**src/rtl/clkdiv_pkg.sv**
```systemverilog
`timescale 1ns/1ps
package clkdiv_pkg;
  localparam int SEL_W  = 6;
  localparam int HALF_W = 9;

  typedef logic [SEL_W-1:0]  sel_t;
  typedef logic [HALF_W-1:0] half_t;

  // Codes whose two top bits are set request the divider
  function automatic logic wants_divider(input sel_t code);
    return code[SEL_W-1] & code[SEL_W-2];
  endfunction

  // Period length in reference half-periods: odd low bit -> 3*2^k, else 2*2^k
  function automatic half_t half_period(input sel_t code);
    half_t base;
    base = code[0] ? half_t'(3) : half_t'(2);
    return half_t'(base << code[3:1]);
  endfunction

  // High part of a period: the larger half when the length is odd
  function automatic half_t high_halves(input half_t len);
    return half_t'((len + half_t'(1)) >> 1);
  endfunction

  // Advance a slot index by step, wrapping at len
  function automatic half_t next_slot(input half_t pos, input half_t len,
                                      input logic [1:0] step);
    logic [HALF_W:0] s;
    s = {1'b0, pos} + {{(HALF_W-1){1'b0}}, step};
    if (s >= {1'b0, len}) s = s - {1'b0, len};
    return half_t'(s);
  endfunction
endpackage

```
**src/rtl/clkdiv_sel_regs.sv**
```systemverilog
`timescale 1ns/1ps
module clkdiv_sel_regs
  import clkdiv_pkg::*;
#(
  parameter int NPIN = 2,
  parameter logic [NPIN*SEL_W-1:0] RESET_CODES = {NPIN*SEL_W{1'b0}}
) (
  input  logic                    clk,
  input  logic                    rst,
  input  logic [NPIN-1:0]         wr,
  input  sel_t                    wdata,
  output logic [NPIN*SEL_W-1:0]   codes
);
  sel_t code_q [NPIN];

  for (genvar i = 0; i < NPIN; i++) begin : g_pin
    always_ff @(posedge clk) begin
      if (rst)        code_q[i] <= RESET_CODES[i*SEL_W +: SEL_W];
      else if (wr[i]) code_q[i] <= wdata;
    end
    assign codes[i*SEL_W +: SEL_W] = code_q[i];
  end
endmodule

```
**src/rtl/clkdiv_arbiter.sv**
```systemverilog
`timescale 1ns/1ps
module clkdiv_arbiter
  import clkdiv_pkg::*;
#(
  parameter int NPIN = 2
) (
  input  logic [NPIN*SEL_W-1:0] codes,
  output logic [NPIN-1:0]       grant,
  output logic                  any_grant,
  output logic                  conflict,
  output sel_t                  win_code
);
  logic [NPIN-1:0] req;

  always_comb begin
    logic taken;
    taken    = 1'b0;
    grant    = '0;
    win_code = '0;
    for (int i = 0; i < NPIN; i++) begin
      req[i] = wants_divider(codes[i*SEL_W +: SEL_W]);
      if (req[i] && !taken) begin
        grant[i] = 1'b1;
        win_code = codes[i*SEL_W +: SEL_W];
        taken    = 1'b1;
      end
    end
    any_grant = taken;
    conflict  = (req & (req - 1'b1)) != '0;
  end
endmodule

```
**src/rtl/clkdiv_halfgen.sv**
```systemverilog
`timescale 1ns/1ps
module clkdiv_halfgen
  import clkdiv_pkg::*;
#(
  parameter int    NPIN         = 2,
  parameter half_t RESET_HALVES = half_t'(384)
) (
  input  logic            clk,
  input  logic            rst,
  input  logic [NPIN-1:0] grant_in,
  input  logic            any_grant,
  input  sel_t            win_code,
  input  logic            conflict_in,
  output logic            adopt,
  output half_t           hc,
  output half_t           h_act,
  output logic [NPIN-1:0] grant_q,
  output logic            conflict_q,
  output logic [NPIN-1:0] hi_q,
  output logic [NPIN-1:0] lo_next
);
  half_t           h_use, hi_cnt, slot_b, hc_nx;
  logic [NPIN-1:0] g_use;
  logic            val_a, val_b;

  // A period starts when the first slot of a pair is slot zero
  assign adopt = (hc == '0);

  always_comb begin
    h_use  = (adopt && any_grant) ? half_period(win_code) : h_act;
    g_use  = adopt ? grant_in : grant_q;
    hi_cnt = high_halves(h_use);
    slot_b = next_slot(hc, h_use, 2'd1);
    hc_nx  = next_slot(hc, h_use, 2'd2);
    val_a  = hc < hi_cnt;
    val_b  = slot_b < hi_cnt;
  end

  always_ff @(posedge clk) begin
    if (rst) begin
      hc         <= '0;
      h_act      <= RESET_HALVES;
      grant_q    <= '0;
      conflict_q <= 1'b0;
      hi_q       <= '0;
      lo_next    <= '0;
    end else begin
      hc      <= hc_nx;
      h_act   <= h_use;
      grant_q <= g_use;
      if (adopt) conflict_q <= conflict_in;
      hi_q    <= {NPIN{val_a}} & g_use;
      lo_next <= {NPIN{val_b}} & g_use;
    end
  end
endmodule

```
**src/rtl/clkdiv_edge_merge.sv**
```systemverilog
`timescale 1ns/1ps
module clkdiv_edge_merge #(
  parameter int NPIN = 2
) (
  input  logic            clk,
  input  logic            rst,
  input  logic [NPIN-1:0] hi_q,
  input  logic [NPIN-1:0] lo_next,
  output logic [NPIN-1:0] pin_clk
);
  logic [NPIN-1:0] lo_q;

  always_ff @(negedge clk) begin
    if (rst) lo_q <= '0;
    else     lo_q <= lo_next;
  end

  for (genvar i = 0; i < NPIN; i++) begin : g_mux
    assign pin_clk[i] = clk ? hi_q[i] : lo_q[i];
  end
endmodule

```
**src/rtl/clkdiv_out.sv**
```systemverilog
`timescale 1ns/1ps
module clkdiv_out
  import clkdiv_pkg::*;
#(
  parameter int NPIN = 2,
  parameter logic [NPIN*SEL_W-1:0] SEL_RESET = {6'h00, 6'h3F},
  localparam half_t RESET_HALVES = half_period(SEL_RESET[SEL_W-1:0])
) (
  input  logic            clk,
  input  logic            rst,
  input  logic [NPIN-1:0] sel_wr,
  input  logic [SEL_W-1:0] sel_wdata,
  output logic [NPIN-1:0] pin_clk,
  output logic [NPIN-1:0] pin_valid,
  output logic            pin_conflict
);
  logic [NPIN*SEL_W-1:0] codes;
  logic [NPIN-1:0]       grant_in, lo_next, hi_q;
  logic                  any_grant, conflict_in, adopt;
  sel_t                  win_code;
  half_t                 hc, h_act;

  clkdiv_sel_regs #(.NPIN(NPIN), .RESET_CODES(SEL_RESET)) u_regs (
    .clk(clk), .rst(rst), .wr(sel_wr), .wdata(sel_wdata), .codes(codes)
  );

  clkdiv_arbiter #(.NPIN(NPIN)) u_arb (
    .codes(codes), .grant(grant_in), .any_grant(any_grant),
    .conflict(conflict_in), .win_code(win_code)
  );

  clkdiv_halfgen #(.NPIN(NPIN), .RESET_HALVES(RESET_HALVES)) u_gen (
    .clk(clk), .rst(rst), .grant_in(grant_in), .any_grant(any_grant),
    .win_code(win_code), .conflict_in(conflict_in), .adopt(adopt),
    .hc(hc), .h_act(h_act), .grant_q(pin_valid), .conflict_q(pin_conflict),
    .hi_q(hi_q), .lo_next(lo_next)
  );

  clkdiv_edge_merge #(.NPIN(NPIN)) u_merge (
    .clk(clk), .rst(rst), .hi_q(hi_q), .lo_next(lo_next), .pin_clk(pin_clk)
  );
endmodule

```
**config.mk**
```make
export PLATFORM = sky130hd
export DESIGN_NAME = clkdiv_out
export DESIGN_NICKNAME = d
export VERILOG_FILES = /design/src/rtl/clkdiv_pkg.sv /design/src/rtl/clkdiv_sel_regs.sv /design/src/rtl/clkdiv_arbiter.sv /design/src/rtl/clkdiv_halfgen.sv /design/src/rtl/clkdiv_edge_merge.sv /design/src/rtl/clkdiv_out.sv
export SDC_FILE = /design/constraint.sdc
export NUM_CORES = 1
export LEC_CHECK = 0
export BUFFER_PORTS_ARGS = -buffer_cell sky130_fd_sc_hd__buf_2
export CAP_MARGIN = 15
export CORE_MARGIN = 2
export CORE_UTILIZATION = 35
export DETAILED_ROUTE_END_ITERATION = 7
export PLACE_DENSITY = 0.5
export REMOVE_ABC_BUFFERS = 1
export SYNTH_ARGS = -nofsm -noshare
export SYNTH_HDL_FRONTEND = slang
export SYNTH_SLANG_ARGS = --single-unit
```
**constraint.sdc**
```tcl
create_clock -name clk -period 6.84 [get_ports clk]
set_clock_uncertainty 0.2 [all_clocks]
set_input_delay 0 -clock clk [delete_from_list [all_inputs] [get_ports clk]]
set_output_delay 0 -clock clk [all_outputs]
set_load 0.005 [all_outputs]
```
; ---- Yosys cells after proc, flatten, opt, wreduce, memory -nomap -nowiden
; Memories as Yosys holds them, arrays and structs flattened.
; Cells that the tools add are included.
; Widths: inputs -> output; s select.
[totals]
ff_bits = 27
latch_bits = 0
ramBits = 12
rom_bits = 0
inputBits = 10
out_inout_bits = 5
memories = 1
[memory_table]
columns = name, words, word_bits, rd, rd_ports_with_merged_regs, wr, line_no
row1 = u_regs.code_q, 2, 6, 2, 0, 2, clkdiv_sel_regs.sv:14  ; sel_t code_q [NPIN];
[classes]
n_addsub = 6
multipliers = 0
div = 0
magnitude_cmp = 4
eq_ne = 0
shift = 1
muxes = 22
bitwise_logic = 7
reduce_logical = 5
[ops]
columns = op, count
row1 = $mux 9, 3
row2 = $ge 10x9->1, 2
row3 = $lt 9x8->1, 2
row4 = $sub 9x9->9, 2
row5 = $mux 1, 14
row6 = $mux 6, 2
row7 = $add 9x1->10 const B, 1
row8 = $add 9x2->10 const B, 1
row9 = $add 9x1->9 const B, 1
row10 = $logic_not 9->1, 1
row11 = $shl 9x3->9, 1
row12 = $mux 4, 2
row13 = $and 2x2->2, 3
row14 = $and 1x1->1, 2
row15 = $logic_and 1x1->1, 2
row16 = $mux 2, 1
row17 = $or 1x1->1, 2
row18 = $reduce_bool 2->1, 1
row19 = $sub 2x1->2 const B, 1
row20 = $logic_not 1->1, 1

; ---- Depth between registers and ports, before layout
; An unclocked memory read counts as a cell.
[depth]
word_depth = 13
mapped_depth = 28

; ---- Cells and area by module
; From an unflattened synthesis, not the netlist that was laid out.
[unflattened]
cells_unflattened = 376
area_unflattened_um2 = 3301.9
[by_module_without_submodules]
columns = module, n_inst, cells_each, area_each_um2
row1 = clkdiv_halfgen, 1, 322, 2616.3
row2 = clkdiv_sel_regs, 1, 27, 496.7
row3 = clkdiv_arbiter, 1, 20, 110.1
row4 = clkdiv_edge_merge, 1, 7, 78.8

==> impl_metrics.env <==
export IMPL_outcome="finished clean"
export IMPL_synth_distinct_cells=66
export IMPL_start_kind="flop"
export IMPL_maxCapViolations=0
export IMPL_ir_worst_vdd_v=0.000144
export IMPL_met3_length_um=277
export IMPL_port_buffers=14
export IMPL_cts_resized=0
export IMPL_fin_tns_setup_ns=0
export IMPL_die_area_sq_mm=0.0103
export IMPL_vias=2934
export IMPL_antenna_found_initial=0
export IMPL_grt_overflow_total=0
export IMPL_top_layer_used="met4"
export IMPL_power_leakage_nw=1.57
export IMPL_slew_headroom_pct=48.3
export IMPL_gp_congestion=0.812
export IMPL_cp_max_fo=14
export IMPL_min_path_type="primary input to flop"
export IMPL_fp_dieW_um=101
export IMPL_grt_pass1_vias=2941
export IMPL_tritoncts="yes"
export IMPL_period_share_pct=90.3
export IMPL_placed_cell_area_sq_mm=0.00349
export IMPL_clk_pin_slew_worst_paths_ns=0.09
export IMPL_end_kind="flop"
export IMPL_syn_mean_instance_area_sq_um=8.71
export IMPL_rows=35
export IMPL_firstDrtPassIters=5
export IMPL_viasPerCell=5.60
export IMPL_ant_nets=0
export IMPL_netlist_area_sq_mm=0.00332
export IMPL_fin_area_sq_mm=0.00379
export IMPL_placed_cells=496
export IMPL_routed_wl_um=8890
export IMPL_design_core_area_sq_mm=0.00920
export IMPL_grt_pass1_wl_um=14700
export IMPL_grt_util_all_layers_pct=18.6
export IMPL_die_h_um=101
export IMPL_grt_max_degree=33
export IMPL_netlist_top_cell_by_area="dfxtp_1"
export IMPL_drc=0
export IMPL_synthFlopType="dfxtp_1"
export IMPL_hold_viol=0
export IMPL_rsz0062_at_grt="false"
export IMPL_drive_gt1_share_pct=12.8
export IMPL_yosys_warnings=0
export IMPL_synth_edf_count=12
export IMPL_drt_met1_wl_um=4040
export IMPL_final_max_slew_viol_count=0
export IMPL_finalPower_mw=1.96
export IMPL_path_class="flop to flop"
export IMPL_met2_length_um=4430
export IMPL_worstPathArrival_ns=6.29
export IMPL_final_cells=524
export IMPL_start_util_pct=36.1
export IMPL_setup_violations=0
export IMPL_dpl_hpwl_um=6620
export IMPL_wire_per_inst_um=17.0
export IMPL_area_growth_pct=14.2
export IMPL_required_ns=6.95
export IMPL_place_ws_ns=0.723
export IMPL_max_freq_ghz=0.162
export IMPL_finalWorstSetupSlack_ns=0.663
export IMPL_ios=15
export IMPL_synthCells=381
export IMPL_min_period_ns=6.18
export IMPL_synthTopCellsByArea="dfxtp_1 16%, ha_1 12%, edfxtp_1 11%"
export IMPL_postSynth_asyncResetShare_pct=0
export IMPL_nNetsFinal=457
export IMPL_yosysSeqAreaShare_pct=27.2
export IMPL_tightest_slew_ns=0.756
export IMPL_synth_top_area_share_pct=16.3
export IMPL_insertion_delay_ns=0.41
export IMPL_power_density_mw_per_mm2=518
export IMPL_final_core_util_pct=41.2
export IMPL_insertedDiodeCount=0
export IMPL_drt_initial_drc_count=168
export IMPL_ys_ff_latch=39
export IMPL_whs_ns=0.218
==> worst paths after layout <==
check                                 from                           endpoint  slack [ns]  depth (start not counted)
max                 u_gen.hc[1]$_SDFF_PP0_        u_gen.lo_next[0]$_SDFF_PP0_        0.66                         21
min                           sel_wdata[3]  u_regs.code_q[1][3]$_SDFFCE_PN0P_        0.22                          3
max reg2reg         u_gen.hc[1]$_SDFF_PP0_        u_gen.lo_next[0]$_SDFF_PP0_        0.66                         21
min reg2reg  u_gen.conflict_q$_SDFFE_PP0N_      u_gen.conflict_q$_SDFFE_PP0N_        0.25                          2
==> cells by family after synthesis <==
family	synth area share (%)
AO/OA/AOI/OAI	19.1
buffers and inverters	4.07
multiplexers	2.26
flip-flops	27.2
AND/OR/NAND/NOR	24.4
adder cells (fa/ha/maj)	14.3
XOR/XNOR	8.71
==> worst max-delay path: stages (launching register included) <==
cell and delay [ns]:
dfxtp_1 0.43, inv_1 0.16, ha_1 0.17, or4b_4 0.51, or3_1 0.61, a21oi_1 0.38, inv_1 0.14, ha_1 0.24
fa_1 0.47, nor2b_1 0.12, o21ai_0 0.24, a41oi_1 0.28, nand2_1 0.09, o211ai_2 0.49, mux2_2 0.41, ha_1 0.30
and4_1 0.19, nand4_1 0.10, nor2_1 0.05, o21bai_1 0.13, o211ai_1 0.13, nor4_1 0.24
==> per-layer routing <==
metal	up-vias	track usage [%]
li1	1463	-
met1	1394	22.9
met2	62	31.5
met3	15	4.76
met4	0	6.44
met5	-	0
==> layout by cell type (no fill, tap or decap), drive strengths merged, types with 11 or more instances in the layout <==
| cell | Yosys | routed |
|---|---|---|
| nand2 | 21 | 21 |
| nand2b | 11 | 11 |
| a21o | 12 | 12 |
| dlygate4sd3 | 0 | 15 |
| ha | 33 | 33 |
| dfxtp | 27 | 27 |
| edfxtp | 12 | 12 |
| xnor2 | 23 | 23 |
| nor2 | 32 | 32 |
| inv | 14 | 16 |
| buf | 8 | 20 |
| nand3 | 23 | 23 |
| a21oi | 18 | 18 |
==> Yosys cell counts, types with 3 or more instances <==
cell / number
or2_2: 5
nand4b_1: 4
o21bai_1: 3
o21ai_0: 9
nor2b_1: 10
a21o_1: 12
nor3_1: 6
dfxtp_1: 27
o21a_1: 3
mux2_2: 4
inv_1: 14
edfxtp_1: 12
o31ai_2: 3
nor2_1: 30
ha_1: 33
clkbuf_1: 8
mux2i_1: 3
nand2_1: 21
nand3_1: 23
a21oi_1: 18
xor2_1: 10
o31ai_1: 3
a22oi_1: 4
buf_2: 6
nand4_1: 5
a2111oi_0: 3
or3_1: 4
nor4_1: 3
a31oi_1: 4
nand2b_1: 11
and2_1: 10
xnor2_1: 23
a211oi_1: 7
==> repair_timing <==
action | 4_1_cts | 5_1_grt
hold endpoints to repair | 40 | 0
endpoints found under the setup margin | 0 | 0
buffers inserted | 0 | 0
hold buffers | 15 | 0
==> report_power, final <==
group	internal [mW]	switching, mW
registers	0.284	0.0466
clock network	0.129	0.111
logic	0.599	0.794
==> final cells by class <==
| type | instances | area (sq um) |
|---|---|---|
| clock buffers | 11 | 134 |
| clock inverters | 5 | 25.0 |
| fillers | 951 | 5410 |
| inverters | 14 | 52.6 |
| multi-input cells | 311 | 2280 |
| flip-flops and latches | 39 | 901 |
| well taps | 111 | 139 |
| repair buffers | 33 | 255 |
==> flip-flops by register name, indices dropped and copies added, names as in the netlist <==
name / cells
u_gen.lo_next: 2
u_gen.hc: 9
u_gen.hi_q: 2
u_gen.conflict_q: 1
u_gen.h_act: 9
u_regs.code_q: 12
u_merge.lo_q: 2
u_gen.grant_q: 2
Note: power is estimated with default switching activity, not from simulation.
